File: config.mk
export PLATFORM = sky130hd
export DESIGN_NAME = lookahead_ibuf
export DESIGN_NICKNAME = d
export VERILOG_FILES = /design/src/rtl/ibuf_pkg.sv /design/src/rtl/ibuf_prefix_detect.sv /design/src/rtl/ibuf_occ_fsm.sv /design/src/rtl/ibuf_slot_shift.sv /design/src/rtl/lookahead_ibuf.sv
export SDC_FILE = /design/constraint.sdc
export NUM_CORES = 1
export LEC_CHECK = 0
export BUFFER_PORTS_ARGS = -buffer_cell sky130_fd_sc_hd__buf_2
export CORE_MARGIN = 2
export CORE_UTILIZATION = 54
export DETAILED_ROUTE_END_ITERATION = 10
export PLACE_DENSITY = 0.92
export SKIP_LAST_GASP = 1
export SLEW_MARGIN = 20
export SYNTH_ARGS = -nofsm -noshare
export SYNTH_HDL_FRONTEND = slang
export SYNTH_SLANG_ARGS = --single-unit
File: constraint.sdc
create_clock -name clk -period 3.5 [get_ports clk]
set_input_delay 0.7 -clock clk [delete_from_list [all_inputs] [get_ports clk]]
set_output_delay 0.7 -clock clk [all_outputs]
set_load 0.01 [all_outputs]
File: src/rtl/ibuf_pkg.sv
package ibuf_pkg;

    localparam int SLOT_NUM = 3;
    localparam int CNT_W    = $clog2(SLOT_NUM + 1);

    typedef enum logic [2:0] {
        OCC_EMPTY       = 3'd0,
        OCC_ONE         = 3'd1,
        OCC_TWO_PLAIN   = 3'd2,
        OCC_TWO_PFX     = 3'd3,
        OCC_THREE_PLAIN = 3'd4,
        OCC_THREE_PFX   = 3'd5
    } occ_e;

endpackage

File: src/rtl/ibuf_prefix_detect.sv
module ibuf_prefix_detect #(
    parameter int               ILEN      = 16,
    parameter logic [ILEN-1:0]  PFX_MASK  = 16'hFF00,
    parameter logic [ILEN-1:0]  PFX_MATCH = 16'hDE00
) (
    input  logic [ILEN-1:0] instr,
    output logic            is_pfx
);

    assign is_pfx = ((instr & PFX_MASK) == PFX_MATCH);

endmodule

File: src/rtl/ibuf_occ_fsm.sv
module ibuf_occ_fsm
    import ibuf_pkg::*;
(
    input  logic             clk,
    input  logic             rst_n,
    input  logic             flush,
    input  logic             accept,
    input  logic [CNT_W-1:0] nxt_cnt,
    input  logic             nxt_pfx,
    output occ_e             state,
    output logic [CNT_W-1:0] cur_cnt,
    output logic [CNT_W-1:0] take_cnt,
    output logic [CNT_W-1:0] remain_cnt,
    output logic             fetch_req,
    output logic             pair_take
);

    occ_e state_q;
    occ_e state_d;

    // state register
    always_ff @(posedge clk or negedge rst_n) begin
        if (!rst_n) begin
            state_q <= OCC_EMPTY;
        end else begin
            state_q <= state_d;
        end
    end

    // outputs decoded from the current state
    always_comb begin
        cur_cnt   = '0;
        take_cnt  = '0;
        pair_take = 1'b0;
        unique case (state_q)
            OCC_EMPTY: begin
            end
            OCC_ONE: begin
                cur_cnt  = CNT_W'(1);
                take_cnt = CNT_W'(1);
            end
            OCC_TWO_PLAIN: begin
                cur_cnt  = CNT_W'(2);
                take_cnt = CNT_W'(1);
            end
            OCC_TWO_PFX: begin
                cur_cnt   = CNT_W'(2);
                take_cnt  = CNT_W'(2);
                pair_take = 1'b1;
            end
            OCC_THREE_PLAIN: begin
                cur_cnt  = CNT_W'(3);
                take_cnt = CNT_W'(1);
            end
            OCC_THREE_PFX: begin
                cur_cnt   = CNT_W'(3);
                take_cnt  = CNT_W'(2);
                pair_take = 1'b1;
            end
            default: begin
            end
        endcase
    end

    assign remain_cnt = cur_cnt - take_cnt;
    assign fetch_req  = (remain_cnt <= CNT_W'(1));
    assign state      = state_q;

    // next state: flush wins, otherwise pick by new count and new slot 2
    always_comb begin
        if (flush) begin
            state_d = OCC_EMPTY;
        end else begin
            unique case (nxt_cnt)
                CNT_W'(0): state_d = OCC_EMPTY;
                CNT_W'(1): state_d = OCC_ONE;
                CNT_W'(2): state_d = nxt_pfx ? OCC_TWO_PFX : OCC_TWO_PLAIN;
                default:   state_d = nxt_pfx ? OCC_THREE_PFX : OCC_THREE_PLAIN;
            endcase
        end
    end


    flush_clears_chk: assert property (@(posedge clk) disable iff (!rst_n)
        flush |=> (state_q == OCC_EMPTY));


    deposit_fills_chk: assert property (@(posedge clk) disable iff (!rst_n)
        (accept && !flush) |=> (cur_cnt >= CNT_W'(2)));


    pair_empties_chk: assert property (@(posedge clk) disable iff (!rst_n)
        (state_q == OCC_TWO_PFX && !accept && !flush) |=> (state_q == OCC_EMPTY));


    full_no_deposit_chk: assert property (@(posedge clk) disable iff (!rst_n)
        (state_q == OCC_THREE_PLAIN && !flush) |=> (cur_cnt == CNT_W'(2)));


    empty_hold_chk: assert property (@(posedge clk) disable iff (!rst_n)
        (state_q == OCC_EMPTY && !accept) |=> (state_q == OCC_EMPTY));

endmodule

File: src/rtl/ibuf_slot_shift.sv
module ibuf_slot_shift
    import ibuf_pkg::*;
#(
    parameter int ILEN = 16
) (
    input  logic                             clk,
    input  logic                             rst_n,
    input  logic                             accept,
    input  logic [2*ILEN-1:0]                word,
    input  logic [CNT_W-1:0]                 take_cnt,
    input  logic [CNT_W-1:0]                 remain_cnt,
    output logic [SLOT_NUM-1:0][ILEN-1:0]    slots,
    output logic [SLOT_NUM-1:0][ILEN-1:0]    nxt_slots,
    output logic [CNT_W-1:0]                 nxt_cnt
);

    localparam int WORD_HALVES = 2;

    assign nxt_cnt = remain_cnt + (accept ? CNT_W'(WORD_HALVES) : CNT_W'(0));

    for (genvar g = 0; g < SLOT_NUM; g++) begin : g_slot
        localparam int SRC1 = (g + 1 < SLOT_NUM) ? g + 1 : g;
        localparam int SRC2 = (g + 2 < SLOT_NUM) ? g + 2 : g;

        logic [ILEN-1:0] q;
        logic [ILEN-1:0] d;

        always_comb begin
            d = q;
            if (CNT_W'(g) < remain_cnt) begin
                if (take_cnt == CNT_W'(2)) begin
                    d = slots[SRC2];
                end else if (take_cnt == CNT_W'(1)) begin
                    d = slots[SRC1];
                end else begin
                    d = q;
                end
            end else if (accept && remain_cnt == CNT_W'(g)) begin
                d = word[ILEN-1:0];
            end else if (accept && (g >= 1) && remain_cnt == CNT_W'(g - 1)) begin
                d = word[2*ILEN-1:ILEN];
            end
        end

        always_ff @(posedge clk or negedge rst_n) begin
            if (!rst_n) begin
                q <= '0;
            end else begin
                q <= d;
            end
        end

        assign slots[g]     = q;
        assign nxt_slots[g] = d;
    end

endmodule

File: src/rtl/lookahead_ibuf.sv
module lookahead_ibuf
    import ibuf_pkg::*;
#(
    parameter int              ILEN      = 16,
    parameter logic [ILEN-1:0] PFX_MASK  = 16'hFF00,
    parameter logic [ILEN-1:0] PFX_MATCH = 16'hDE00
) (
    input  logic              clk,
    input  logic              rst_n,
    input  logic              flush_i,
    input  logic              fetch_valid_i,
    input  logic [2*ILEN-1:0] fetch_word_i,
    output logic              fetch_req_o,
    output logic              slot1_valid_o,
    output logic [ILEN-1:0]   slot1_instr_o,
    output logic              slot2_valid_o,
    output logic [ILEN-1:0]   slot2_instr_o,
    output logic              pair_take_o
);

    occ_e                          state;
    logic [CNT_W-1:0]              cur_cnt;
    logic [CNT_W-1:0]              take_cnt;
    logic [CNT_W-1:0]              remain_cnt;
    logic [CNT_W-1:0]              nxt_cnt;
    logic                          nxt_pfx;
    logic                          accept;
    logic [SLOT_NUM-1:0][ILEN-1:0] slots;
    logic [SLOT_NUM-1:0][ILEN-1:0] nxt_slots;

    assign accept = fetch_valid_i && fetch_req_o;

    ibuf_occ_fsm u_fsm (
        .clk        (clk),
        .rst_n      (rst_n),
        .flush      (flush_i),
        .accept     (accept),
        .nxt_cnt    (nxt_cnt),
        .nxt_pfx    (nxt_pfx),
        .state      (state),
        .cur_cnt    (cur_cnt),
        .take_cnt   (take_cnt),
        .remain_cnt (remain_cnt),
        .fetch_req  (fetch_req_o),
        .pair_take  (pair_take_o)
    );

    ibuf_slot_shift #(.ILEN(ILEN)) u_shift (
        .clk        (clk),
        .rst_n      (rst_n),
        .accept     (accept),
        .word       (fetch_word_i),
        .take_cnt   (take_cnt),
        .remain_cnt (remain_cnt),
        .slots      (slots),
        .nxt_slots  (nxt_slots),
        .nxt_cnt    (nxt_cnt)
    );

    ibuf_prefix_detect #(
        .ILEN      (ILEN),
        .PFX_MASK  (PFX_MASK),
        .PFX_MATCH (PFX_MATCH)
    ) u_pfx (
        .instr  (nxt_slots[1]),
        .is_pfx (nxt_pfx)
    );

    assign slot1_valid_o = (cur_cnt >= CNT_W'(1));
    assign slot2_valid_o = (cur_cnt >= CNT_W'(2));
    assign slot1_instr_o = slots[0];
    assign slot2_instr_o = slots[1];


    single_shift_chk: assert property (@(posedge clk) disable iff (!rst_n)
        (slot2_valid_o && !pair_take_o && !flush_i) |=> (slot1_instr_o == $past(slot2_instr_o)));


    pair_needs_two_chk: assert property (@(posedge clk) disable iff (!rst_n)
        pair_take_o |-> (slot2_valid_o && state != OCC_EMPTY));

endmodule

## Yosys cells after proc, flatten, opt, wreduce, memory -nomap -nowiden

Index checks and enable logic that the tools add are counted.

- RAM bits: 0
- Output and inout bits: 36
- Bits in latches: 0
- Register bits: 51
- Memories kept: 0
- Logic and storage cells: 64
- Bits in read-only memories: 0
- Input port bits: 36

- $lt $le $gt $ge: 6
- Multiply operators: 0
- Reduce and logical (&&, ||, !) cells: 16
- Equality and inequality tests: 15
- Divide/modulo/power cells: 0
- Add/subtract/negate cells: 2
- Bitwise gates (word level): 1
- Shifts and indexed selects: 0
- Mux-type cells: 19

Operators with widths:

| kind | count |
|---|---|
| two-way mux 16 bit | 11 |
| case mux 3 bit (3 select lines) | 1 |
| equality test 8 bit, second input constant | 1 |
| equality test 2 x 1 -> 1 bit, second input constant | 3 |
| equality test 2 bit, second input constant | 3 |
| equality test 3 x 2 -> 1 bit, second input constant | 2 |
| equality test 3 bit, second input constant | 2 |
| case mux 2 bit (3 select lines) | 1 |
| OR reduction 2 bit | 3 |
| logical AND 1 bit | 4 |
| zero test 2 bit | 2 |
| less-than comparator 1 x 2 -> 1 bit, first input constant | 2 |
| != test 2 bit, second input constant | 2 |
| case mux 2 bit (2 select lines) | 1 |
| AND reduction 2 bit | 2 |
| nonzero test 2 bit | 2 |
| equality test 3 x 1 -> 1 bit, second input constant | 1 |
| two-way mux 1 bit | 3 |
| two-way mux 3 bit | 1 |
| != test 3 bit, second input constant | 1 |
| AND reduction 3 bit | 1 |
| nonzero test 3 bit | 1 |
| OR reduction 3 bit | 1 |
| adder 2 bit | 1 |
| 7 further kinds | 7 |

## Logic depth before layout (Yosys ltp)

Gate-level depths: netlist (run 1).

- Depth in word-level cells: 14
- Depth in mapped cells: 12
- Depth with buffers taken out: 10

## By module

From an unflattened synthesis (run 1), not the netlist that was laid out.

- Cell total of the unflattened synthesis: 363
- Area total of the unflattened synthesis: 3606.0 µm²

Modules (own cells, without submodules):

| module | cells each | area each (µm²) | instances | seq. area each (µm²) |
|---|---|---|---|---|
| ibuf_slot_shift | 332 | 3345.7 | 1 | 1201.2 |
| ibuf_occ_fsm | 25 | 222.7 | 1 | 75.1 |
| ibuf_prefix_detect | 3 | 21.3 | 1 | 0.0 |
| lookahead_ibuf | 3 | 16.3 | 1 | 0.0 |

## Least setup slack after synthesis (run 1)

OpenSTA, ideal clock, no wires.

- Path kind: reg-to-reg
- From: register u_fsm.state_q[1] (netlist: u_fsm.state[1])
- To: register u_shift.g_slot[1].q[15]
- Buffers on the path: 3
- Cell stages (with the launch flop): 11
- Path slack: 0.905 ns
- Data required time: 3.389 ns
- Data arrival time: 2.484 ns
- Period minus slack after synthesis: 2.595 ns
- Library setup time: 0.111 ns
- Cells stage by stage: dfrtp_1 > xnor2_2 > nor2_1 > a21oi_1 > inv_1 > ha_1 > buf_4 > buf_2 > buf_1 > mux2i_1 > a222oi_1

RTL lines:

| element | line | source |
|---|---|---|
| start: declaration | ibuf_occ_fsm.sv:18 | `occ_e state_q;` |
| start signal: assignment | ibuf_occ_fsm.sv:26 | `state_q <= state_d;` |
| end signal: assignment | ibuf_slot_shift.sv:47 | `q <= '0;` |
| end signal: assignment | ibuf_slot_shift.sv:49 | `q <= d;` |
| end: declaration | ibuf_slot_shift.sv:25 | `logic [ILEN-1:0] q;` |

==> key figures, run 1 <==
Floorplanning
  • Die height: 80.1 um
  • Die area: 6420 um^2
  • Rows: 27
  • Chip width: 80.1 um
  • Initial Utilization: 56.5%
  • Core box area: 5540 um^2
  • Number of I/O pins: 72

Pwr
  • Int Pwr: 2.16 mW
  • NetSw: 2.01 mW
  • Combinational power share: 64.2%
  • Net switching share of the total power: 48.3%
  • Clock power frac: 8.3%
  • Register share of total power: 27.5%
  • Max VDD drop: 0.485 mV
  • Pwr Total: 4.17 mW
  • Pwr/cell area: 1230 nW/um^2
  • Leak Pwr: 1.64 nW

Clock network
  • Clock sink count: 51
  • Post-CTS setup buffers: 0
  • CTS tree: built
  • Hold buffers post-CTS: 0
  • Reg clk slew, reported paths: 0.09 ns
  • Root buf cell: clkbuf_8
  • Htree depth: 2
  • Worst skew pair latency: 0.30 ns
  • Number of CTS-inserted buffers: 5
  • Longest Clk Path Bufs: 2

STA
  • Fin Setup TNS: 0 ns
  • Least-Margin Pin Slew: 0.992 ns
  • Highest Clock Rate: 318 MHz
  • Max-slew headroom: 33.7%
  • Max Slew Vio Count: 0
  • Hold slack: 0.409 ns
  • Crit path time final: 3.15 ns
  • Setup repair after global routing missed its margin: no
  • Final Cycle Share: 90.0%
  • Clk_skew: 0.00945 ns
  • # setup viols final: 0
  • Final-report hold violation count: 0

Finish
  • Layout net count: 388
  • Final instance area: 3390 um^2
  • Share of post-route cells with drive strength above 1: 32.1%
  • Fillcell total: 458
  • Area Overhead vs Synth: 8.32%
  • Ant. Diodes: 0
  • Final Non-Filler Cells: 421
  • Sequential cell area: 1280 um^2
  • Multi-input logic area: 1360 um^2

Critical path
  • R2r startpoint: u_fsm.state[1]
  • CP max-delay cell: o21bai_1
  • Crit-path max cell delay: 0.81 ns
  • Crit path DAT: 3.25 ns
  • Worst reg2reg path endpoint: u_shift.g_slot[1].q[14]
  • CP endpoint kind: register
  • Worst R2R Setup Slack: 0.35 ns
  • WS Path Type: register to register
  • R2R cell count: 9
  • CP startpoint kind: register
  • Delay-heaviest family, CP: compound AO/OA/AOI/OAI gates
  • Crit path depth: 9
  • Crit Path Max Fanout: 15
  • CP cell instances: xnor2_2, nor2_1, a21oi_1, inv_1, ha_1, nor3_4, nor2_4, o21bai_1, a222oi_1
  • Buf/Inv on CP: 1
  • Worst Path Required: 3.60 ns

GRT
  • Global Route Usage Sum: 24.5%
  • Antenna violations before repair: 0
  • Number of global-route vias before repair: 2499
  • First-pass GRT wire length: 12000 um
  • Largest net degree at the start of global routing: 52
  • Gr ovfl total: 0

Placed design
  • Placed instance area: 3290 um^2
  • Placed Cells: 414
  • Number of port buffers: 71
  • GP Congestion: 0.916
  • Detailed Place HPWL: 5450 um

Detailed routing
  • Routed vias: 2527
  • Met3 routed WL: 631 um
  • Via density: 6.00
  • Post-route ant nets: 0
  • DR iter-0 viols: 282
  • DR WL met2: 3730 um
  • Average routed wire per standard cell: 18.2 um
  • Total iterations of the first detailed-routing run: 6
  • Post-Route WL: 7680 um
  • M1 wire length: 3160 um
  • DR DRC count: 0
  • Top sig layer: met4

Run
  • Total of max-cap violations: 0

Logic synthesis
  • Post-Syn Area: 3130 um^2
  • Seq cells post-synth: 51
  • Seq/Total Area, Yosys: 40.8%
  • Syn avg cell area: 9.96 um^2
  • Post-Syn Instances: 314
  • Synth unique cells: 42
  • Syn Nets: 353
  • YS warnings: 0

Min path
  • Min-delay worst type: input pin to async pin

Outcome
  • Status: finished clean
[cells in the mapped netlist]
cell type / n / area [um^2]
nand2_1: 16 / 60.1
a222oi_1: 11 / 110
nor3_2: 1 / 10.0
o21ai_1: 1 / 5.00
nor3b_1: 1 / 7.51
a221oi_1: 6 / 52.6
buf_2: 4 / 20.0
and2_1: 3 / 18.8
inv_1: 44 / 165
o211ai_1: 1 / 7.51
nand2b_1: 1 / 6.26
buf_4: 34 / 255
buf_6: 1 / 11.3
dfrtp_1: 51 / 1280
nor4_1: 3 / 18.8
a31oi_4: 1 / 21.3
mux2i_1: 34 / 340
a211oi_1: 4 / 30.0
nor3_4: 1 / 16.3
mux2_2: 8 / 90.1
xnor2_2: 1 / 16.3
nand3_1: 3 / 15.0
nor2b_1: 1 / 6.26
nand3_2: 1 / 10.0
nor3_1: 4 / 20.0
ha_1: 3 / 37.5
clkbuf_1: 6 / 22.5
a21oi_1: 8 / 40.0
or4bb_1: 1 / 11.3
nor2_1: 23 / 86.3
a41oi_1: 1 / 8.76
a221oi_2: 10 / 150
a21oi_4: 2 / 32.5
nand4b_1: 1 / 8.76
nand4_1: 1 / 6.26
buf_1: 2 / 7.51
inv_2: 1 / 3.75
o21ai_0: 13 / 65.1
o21bai_1: 2 / 15.0
clkbuf_2: 2 / 10.0
nor4_4: 1 / 21.3
nor2_4: 1 / 11.3
[layer usage]
metal  vias up  GRT usage [%]
li1       1128              -
met1      1222           31.6
met2       158           39.5
met3        19           5.73
met4         0           10.2
met5         -              0
[timing repair]
action	in CTS	in global routing
setup endpoints to repair	0	1
hold endpoints to repair	0	0
resized for setup	0	1
[layout make-up]
class                   count  area share, %
inverters                  45           4.99
clock inverters             1          0.148
multi-input cells         169           40.2
repair buffers             77           11.9
well taps                  72           2.66
clock buffers               6           2.44
flip-flops and latches     51           37.7
[logic make-up (layout without fill, tap and decap cells)]
logic type / after synthesis / in the layout / synth area share (%)
compound gates: 60 / 60 / 17.2
simple gates: 63 / 63 / 10.7
mux: 42 / 42 / 13.8
xor+xnor: 1 / 1 / 0.520
fa+ha+maj: 3 / 3 / 1.20
flops: 51 / 51 / 40.8
buf+inv: 94 / 129 / 15.8
[power groups by stage]
stage	clock [mW]	sequential, mW	combinational, mW
2_1_floorplan	0	1.07	2.28
3_3_place_gp	0	1.13	2.53
3_5_place_dp	0	1.15	2.62
4_1_cts	0.349	1.14	2.65
5_1_grt	0.370	1.18	2.90
6_report	0.346	1.15	2.68
[placed cells by master, fill, tap and decap left out, drive strengths merged, types with 2 or more instances in the layout]
master  netlist  layout
nor3          6       6
a211oi        4       4
a21oi        10      10
a221oi       16      16
clkbuf        8       6
a222oi       11      11
ha            3       3
o21bai        2       2
mux2i        34      34
nor4          4       4
inv          45      45
nand3         4       4
o21ai        14      14
buf          41      77
nand2        16      16
dfrtp        51      51
mux2          8       8
and2          3       3
nor2         24      24
[state kept, by name, summed over array words and instances, names as in the netlist]
signal            count
u_shift.g_slot.q     48
u_fsm.state           3
[worst register-to-register path, cell delays in order (launching register included)]
cell	delay (ns)
dfrtp_1	0.45
xnor2_2	0.33
nor2_1	0.08
a21oi_1	0.17
inv_1	0.10
ha_1	0.25
nor3_4	0.40
nor2_4	0.15
o21bai_1	0.81
a222oi_1	0.21
[worst max-delay path by stage]
| stage | to | slack, ns | start |
|---|---|---|---|
| final | u_shift.g_slot[1].q[14] | 0.35 | u_fsm.state[1] |
| after global routing | u_shift.g_slot[0].q[12] | 0.20 | u_fsm.state[1] |
| after CTS | u_shift.g_slot[0].q[12] | 0.29 | u_fsm.state[1] |
| after detailed placement | u_shift.g_slot[0].q[12] | 0.36 | u_fsm.state[1] |
| after global placement | u_shift.g_slot[0].q[11] | 0.51 | u_fsm.state[1] |
| after floorplan | u_shift.g_slot[1].q[15] | 0.90 | u_fsm.state[1] |
[through the flow]
step	worst slack, ns	utilization, %
final	0.351	61.2
after global routing	0.204	61.2
after CTS	0.290	61.0
after detailed placement	0.355	59.4
after global placement	0.514	59.4
after floorplan	0.905	-
Note: power is estimated with default switching activity, not from simulation.
==> run 2: changes to the inputs <==
==> constraint.sdc (replaced) <==
create_clock -name clk -period 3.62 [get_ports clk]
set_input_delay 0.724 -clock clk [delete_from_list [all_inputs] [get_ports clk]]
set_output_delay 0.724 -clock clk [all_outputs]
set_load 0.01 [all_outputs]
==> key figures, run 2 (synthesized netlist as in run 1, its figures left out) <==
Critical path
  • CP max-delay cell: nor3_2
  • Crit Path Max Fanout: 16 (+1)
  • Worst Path Required: 3.80 ns (+0.20 ns)
  • Crit-path max cell delay: 0.73 ns (-0.08 ns)
  • CP endpoint kind: register
  • WS Path Type: register to register
  • CP startpoint kind: register
  • Crit path DAT: 3.42 ns (+0.17 ns)
  • CP cell instances: xnor2_2, nor2_1, a21oi_1, inv_1, ha_1, inv_1, a21oi_4, nor3_2, a21oi_4, a221oi_1

Pwr
  • Net switching share of the total power: 48.6% (+0.34 points)
  • Int Pwr: 2.05 mW (-4.8%)
  • Leak Pwr: 1.63 nW (-0.60%)
  • NetSw: 1.94 mW (-3.5%)
  • Pwr/cell area: 1190 nW/um^2 (-3.6%)
  • Clock power frac: 8.0% (-0.3 points)
  • Register share of total power: 27.7% (+0.2 points)
  • Combinational power share: 64.3% (about the same)
  • Max VDD drop: 0.470 mV (-3.2%)

Clock network
  • Longest Clk Path Bufs: 2 (unchanged)
  • Post-CTS resize count: 0 (unchanged)
  • Reg clk slew, reported paths: 0.10 ns (about the same)
  • CTS tree: built
  • Number of CTS-inserted buffers: 5 (unchanged)
  • Htree depth: 2 (unchanged)
  • Clock sink count: 51 (unchanged)
  • Worst skew pair latency: 0.31 ns (about the same)
  • Root buf cell: clkbuf_8
  • Hold buffers post-CTS: 0 (unchanged)
  • Post-CTS setup buffers: 0 (unchanged)

STA
  • Final-report hold violation count: 0 (unchanged)
  • Highest Clock Rate: 309 MHz (-2.6%)
  • Crit path time final: 3.23 ns (+0.0854 ns)
  • Final Cycle Share: 89.3% (-0.62 points)
  • Max Slew Vio Count: 0 (unchanged)
  • Setup repair after global routing missed its margin: no
  • # setup viols final: 0 (unchanged)
  • Fin worst setup slack: 0.386 ns (+0.0346 ns)
  • Fin Setup TNS: 0 ns (unchanged)
  • Max-slew headroom: 40.0% (+6.3 points)
  • Hold slack: 0.432 ns (+0.0227 ns)
  • Least-Margin Pin Slew: 0.896 ns (-0.0966 ns)
  • Clk_skew: 0.0108 ns (+0.00138 ns)

Outcome
  • Status: finished clean

Placed design
  • Detailed Place HPWL: 5390 um (-1.2%)
  • GP Congestion: 0.912 (-0.52%)
  • Number of port buffers: 71 (unchanged)
  • Post-Place Worst Slack: 0.489 ns (+0.134 ns)

Finish
  • Share of post-route cells with drive strength above 1: 31.9% (-0.20 points)
  • Reg with most FFs: u_shift.g_slot.q
  • Layout net count: 387 (-0.26%)
  • Ant. Diodes: 0 (unchanged)
  • Commonest non-fill, non-tap cell in the layout: buf_2
  • Max reg flops: 48 (unchanged)
  • Area Overhead vs Synth: 7.72%
  • Most frequent cells in the layout: buf_2, dfrtp_1, inv_1

Floorplanning
  • Initial Utilization: 56.5% (unchanged)
  • Number of I/O pins: 72 (unchanged)
  • Chip width: 80.1 um (unchanged)
  • Rows: 27 (unchanged)
  • Die area: 6420 um^2 (unchanged)
  • Die height: 80.1 um (unchanged)
  • Core box area: 5540 um^2 (unchanged)

GRT
  • Global Route Usage Sum: 24.9% (+0.46 points)
  • GRT Max-Usage Layer: met2
  • Number of global-route vias before repair: 2598 (+4.0%)
  • Met2 Resource Use GR: 39.8% (+0.33 points)
  • Antenna violations before repair: 0 (unchanged)
  • Met1 GRT Util: 33.3% (+1.7 points)
  • Largest net degree at the start of global routing: 52 (unchanged)
  • M3 GR Usage: 4.27% (-1.5 points)
  • Gr ovfl total: 0 (unchanged)
  • First-pass GRT wire length: 12400 um (+3.4%)

Detailed routing
  • Post-Route WL: 7480 um (-2.7%)
  • Total iterations of the first detailed-routing run: 9 (+3)
  • Routed vias: 2477 (-2.0%)
  • DR DRC count: 0 (unchanged)
  • DR iter-0 viols: 301 (+6.7%)
  • Post-route ant nets: 0 (unchanged)
  • Via density: 5.90 (-1.7%)
  • Average routed wire per standard cell: 17.8 um (-2.4%)

Min path
  • Min-delay worst type: input pin to async pin

Run
  • Total of max-cap violations: 0 (unchanged)
==> run 2: changes by cell type in the layout (fill, tap and decap cells not counted) <==
cell	delta
nor3_4	-1
clkbuf_8	-1
clkinv_4	+1
buf_4	-1
nor3_2	+1
==> run 2: routing by layer <==
metal	up-vias	routed length, um
met1	1189	3080
li1	1128	-
met3	19	613
met2	141	3620
met5	-	0
met4	0	159
==> run 2: final cells by class <==
type | count | area (um^2)
inverters | 45 | 169
clock inverters | 2 | 13.8
repair buffers | 76 | 395
flip-flops and latches | 51 | 1280
fillers | 459 | 2170
multi-input cells | 169 | 1360
clock buffers | 5 | 68.8
well taps | 72 | 90.1
==> run 2: power groups by stage <==
| stage | sequential [mW] | clock, mW | combinational (mW) |
|---|---|---|---|
| after floorplan | 1.04 | 0 | 2.20 |
| after global placement | 1.10 | 0 | 2.43 |
| after detailed placement | 1.11 | 0 | 2.54 |
| after CTS | 1.10 | 0.329 | 2.55 |
| after global routing | 1.14 | 0.347 | 2.80 |
| final | 1.11 | 0.321 | 2.57 |
==> run 2: path summary, 6_finish.rpt <==
path	start	endpoint	slack [ns]	cells past startpoint
setup reg to reg	u_fsm.state[1]	u_shift.g_slot[0].q[12]	0.39	10
setup / recovery	u_fsm.state[1]	u_shift.g_slot[0].q[12]	0.39	10
hold / removal	rst_n	u_shift.g_slot[0].q[3]	0.43	1
min in group clk	u_shift.g_slot[0].q[6]	u_shift.g_slot[0].q[6]	0.53	2
hold reg to reg	u_shift.g_slot[0].q[6]	u_shift.g_slot[0].q[6]	0.53	2
max in group asynchronous	rst_n	u_fsm.state[2]	2.75	1
==> run 2: metrics by stage <==
step	utilization [%]	power [mW]	cells	instance area [um^2]
finish	60.8	4.00	420	3370
global route	60.8	4.29	420	3370
CTS	60.8	3.98	420	3370
detailed placement	59.3	3.65	413	3280
global placement	59.3	3.53	413	3280
floorplan	-	3.24	314	3130
==> run 2: critical path: cells and delay by family (launching register included) <==
kind                     cells  cell delay [ns]
flip-flops                   1             0.45
AO/OA/AOI/OAI                4             1.02
AND/OR/NAND/NOR              2             0.80
XOR/XNOR                     1             0.35
buffers and inverters        2             0.24
adder cells (fa/ha/maj)      1             0.25
==> run 3: changes to the inputs <==
--- a/config.mk
+++ b/config.mk
@@ -7,9 +7,9 @@
 export LEC_CHECK = 0
 export BUFFER_PORTS_ARGS = -buffer_cell sky130_fd_sc_hd__buf_2
 export CORE_MARGIN = 2
-export CORE_UTILIZATION = 54
+export CORE_UTILIZATION = 55
 export DETAILED_ROUTE_END_ITERATION = 10
-export PLACE_DENSITY = 0.92
+export PLACE_DENSITY = 0.93
 export SKIP_LAST_GASP = 1
 export SLEW_MARGIN = 20
 export SYNTH_ARGS = -nofsm -noshare
==> constraint.sdc (replaced) <==
create_clock -name clk -period 3.8 [get_ports clk]
set_input_delay 0.76 -clock clk [delete_from_list [all_inputs] [get_ports clk]]
set_output_delay 0.76 -clock clk [all_outputs]
set_load 0.01 [all_outputs]
==> key figures, run 3 (synthesized netlist as in run 1, its figures left out) <==
Pwr
  • Leak Pwr: 1.63 nW (+0.35%)
  • Pwr Total: 3.83 mW (-4.3%)
  • Max VDD drop: 0.487 mV (+3.8%)
  • Pwr/cell area: 1130 nW/um^2 (-4.7%)

GRT
  • Number of global-route vias before repair: 2512 (-3.3%)
  • Gr ovfl total: 0 (unchanged)
  • Antenna violations before repair: 0 (unchanged)
  • Largest net degree at the start of global routing: 28 (-46%)
  • First-pass GRT wire length: 12000 um (-3.8%)
  • Global Route Usage Sum: 24.4% (-0.49 points)

Clock network
  • Post-CTS setup buffers: 0 (unchanged)
  • CTS tree: built
  • Htree depth: 2 (unchanged)
  • Longest Clk Path Bufs: 2 (unchanged)
  • Hold buffers post-CTS: 0 (unchanged)
  • Reg clk slew, reported paths: 0.10 ns (about the same)
  • Worst skew pair latency: 0.32 ns (about the same)
  • Clock sink count: 51 (unchanged)
  • Number of CTS-inserted buffers: 5 (unchanged)
  • Root buf cell: clkbuf_8
  • Post-CTS resize count: 0 (unchanged)

Critical path
  • Crit path DAT: 3.44 ns (+0.02 ns)
  • R2R cell count: 8 (-2)
  • Worst Path Required: 3.96 ns (+0.16 ns)
  • CP cell instances: xnor2_2, nor2_1, a21oi_1, inv_1, ha_1, a31oi_4, a21oi_4, a221oi_1
  • CP max-delay cell: a21oi_4
  • CP endpoint kind: register
  • Crit Path Max Fanout: 17 (+1)
  • CP startpoint kind: register
  • Worst R2R Setup Slack: 0.52 ns (+0.14 ns)
  • WS Path Type: register to register
  • Crit-path max cell delay: 0.67 ns (-0.06 ns)

Detailed routing
  • DR DRC count: 0 (unchanged)
  • Routed vias: 2519 (+1.7%)
  • Post-route ant nets: 0 (unchanged)
  • Top sig layer: met4
  • Post-Route WL: 7430 um (-0.63%)
  • DR WL met2: 3820 um (+5.4%)
  • DR iter-0 viols: 323 (+7.3%)
  • Total iterations of the first detailed-routing run: 5 (-4)
  • M1 wire length: 2900 um (-6.0%)
  • Via density: 5.97 (+1.2%)
  • Met3 routed WL: 533 um (-13%)
  • Average routed wire per standard cell: 17.6 um (-1.1%)

STA
  • Fin worst setup slack: 0.525 ns (+0.139 ns)
  • Least-Margin Pin Slew: 0.950 ns (+0.0541 ns)
  • Final-report hold violation count: 0 (unchanged)
  • Fin Setup TNS: 0 ns (unchanged)
  • Max-slew headroom: 36.3% (-3.6 points)
  • # setup viols final: 0 (unchanged)
  • Setup repair after global routing missed its margin: no
  • Highest Clock Rate: 305 MHz (-1.3%)
  • Max Slew Vio Count: 0 (unchanged)
  • Clk_skew: 0.00900 ns (-0.00182 ns)
  • Final Cycle Share: 86.2% (-3.1 points)
  • Crit path time final: 3.28 ns (+0.0411 ns)

Finish
  • Reg with most FFs: u_shift.g_slot.q
  • Fillcell total: 445 (-3.1%)
  • Most frequent cells in the layout: buf_2, dfrtp_1, inv_1
  • Share of post-route cells with drive strength above 1: 32.3% (+0.39 points)
  • Commonest non-fill, non-tap cell in the layout: buf_2
  • Sequential cell area: 1280 um^2 (unchanged)
  • Multi-input logic area: 1360 um^2 (unchanged)
  • Max reg flops: 48 (unchanged)
  • Area Overhead vs Synth: 8.20%
  • Layout net count: 388 (+0.26%)
  • Ant. Diodes: 0 (unchanged)

Run
  • Total of max-cap violations: 0 (unchanged)

Floorplanning
  • Die height: 79.4 um (-0.87%)
  • Chip width: 79.4 um (-0.87%)
  • Initial Utilization: 56.8% (+0.35 points)
  • Rows: 27 (unchanged)
  • Die area: 6310 um^2 (-1.7%)
  • Number of I/O pins: 72 (unchanged)
  • Core box area: 5510 um^2 (-0.61%)

Min path
  • Min-delay worst type: input pin to async pin

Placed design
  • GP Congestion: 0.898 (-1.5%)
  • Number of port buffers: 71 (unchanged)
  • Post-Place Worst Slack: 0.593 ns (+0.104 ns)
  • Detailed Place HPWL: 5290 um (-1.7%)

Outcome
  • Status: finished clean
run 3: cell types whose count changed in the layout (fill, tap and decap cells not counted), sizes merged:
| cell | delta |
|---|---|
| buf | +1 |
| inv | +1 |
| clkinv | -1 |
| clkinvlp | +1 |
run 3: final timing paths:
check | start | to
worst min register to register | u_shift.g_slot[0].q[0] | u_shift.g_slot[0].q[0]
worst max register to register | u_fsm.state[1] | u_shift.g_slot[0].q[11]
worst max-delay path | u_fsm.state[1] | u_shift.g_slot[0].q[11]
worst min-delay path | rst_n | u_shift.g_slot[2].q[5]
min in group clk | u_shift.g_slot[0].q[0] | u_shift.g_slot[0].q[0]
max in group asynchronous | rst_n | u_shift.g_slot[1].q[14]
run 3: cell type report:
type	count	share of cell area, %
clock buffers	5	2.03
clock inverters	3	0.702
inverters	45	4.99
multi-input cells	169	40.1
flip-flops and latches	51	37.7
well taps	72	2.66
repair buffers	77	11.8
run 3: critical path, delay by kind of cell (launching register included):
family | cells | cell delay, ns
AND/OR/NAND/NOR | 1 | 0.07
AO/OA/AOI/OAI | 4 | 1.52
XOR/XNOR | 1 | 0.34
buffers and inverters | 1 | 0.10
adder cells (fa/ha/maj) | 1 | 0.62
flip-flops | 1 | 0.45
run 3: report_power, final:
part	switching [mW]	total, mW	internal [mW]
clock network	0.195	0.328	0.133
logic	1.45	2.44	0.992
registers	0.218	1.06	0.838
run 3: stage by stage:
stage | util, % | instance area [um^2] | instances | hold WS, ns
after detailed placement | 59.8 | 3290 | 414 | 0.517
after global placement | 59.8 | 3290 | 414 | 0.515
after global routing | 61.5 | 3380 | 422 | 0.488
after CTS | 61.5 | 3380 | 422 | 0.460
final | 61.5 | 3380 | 422 | 0.449
after floorplan | - | 3130 | 314 | 0.464
run 3: layer usage:
layer  vias to the layer above  GRT usage (%)
li1                       1137              -
met1                      1238           29.7
met2                       124           41.4
met3                        20           4.30
met4                         0           12.9
met5                         -              0
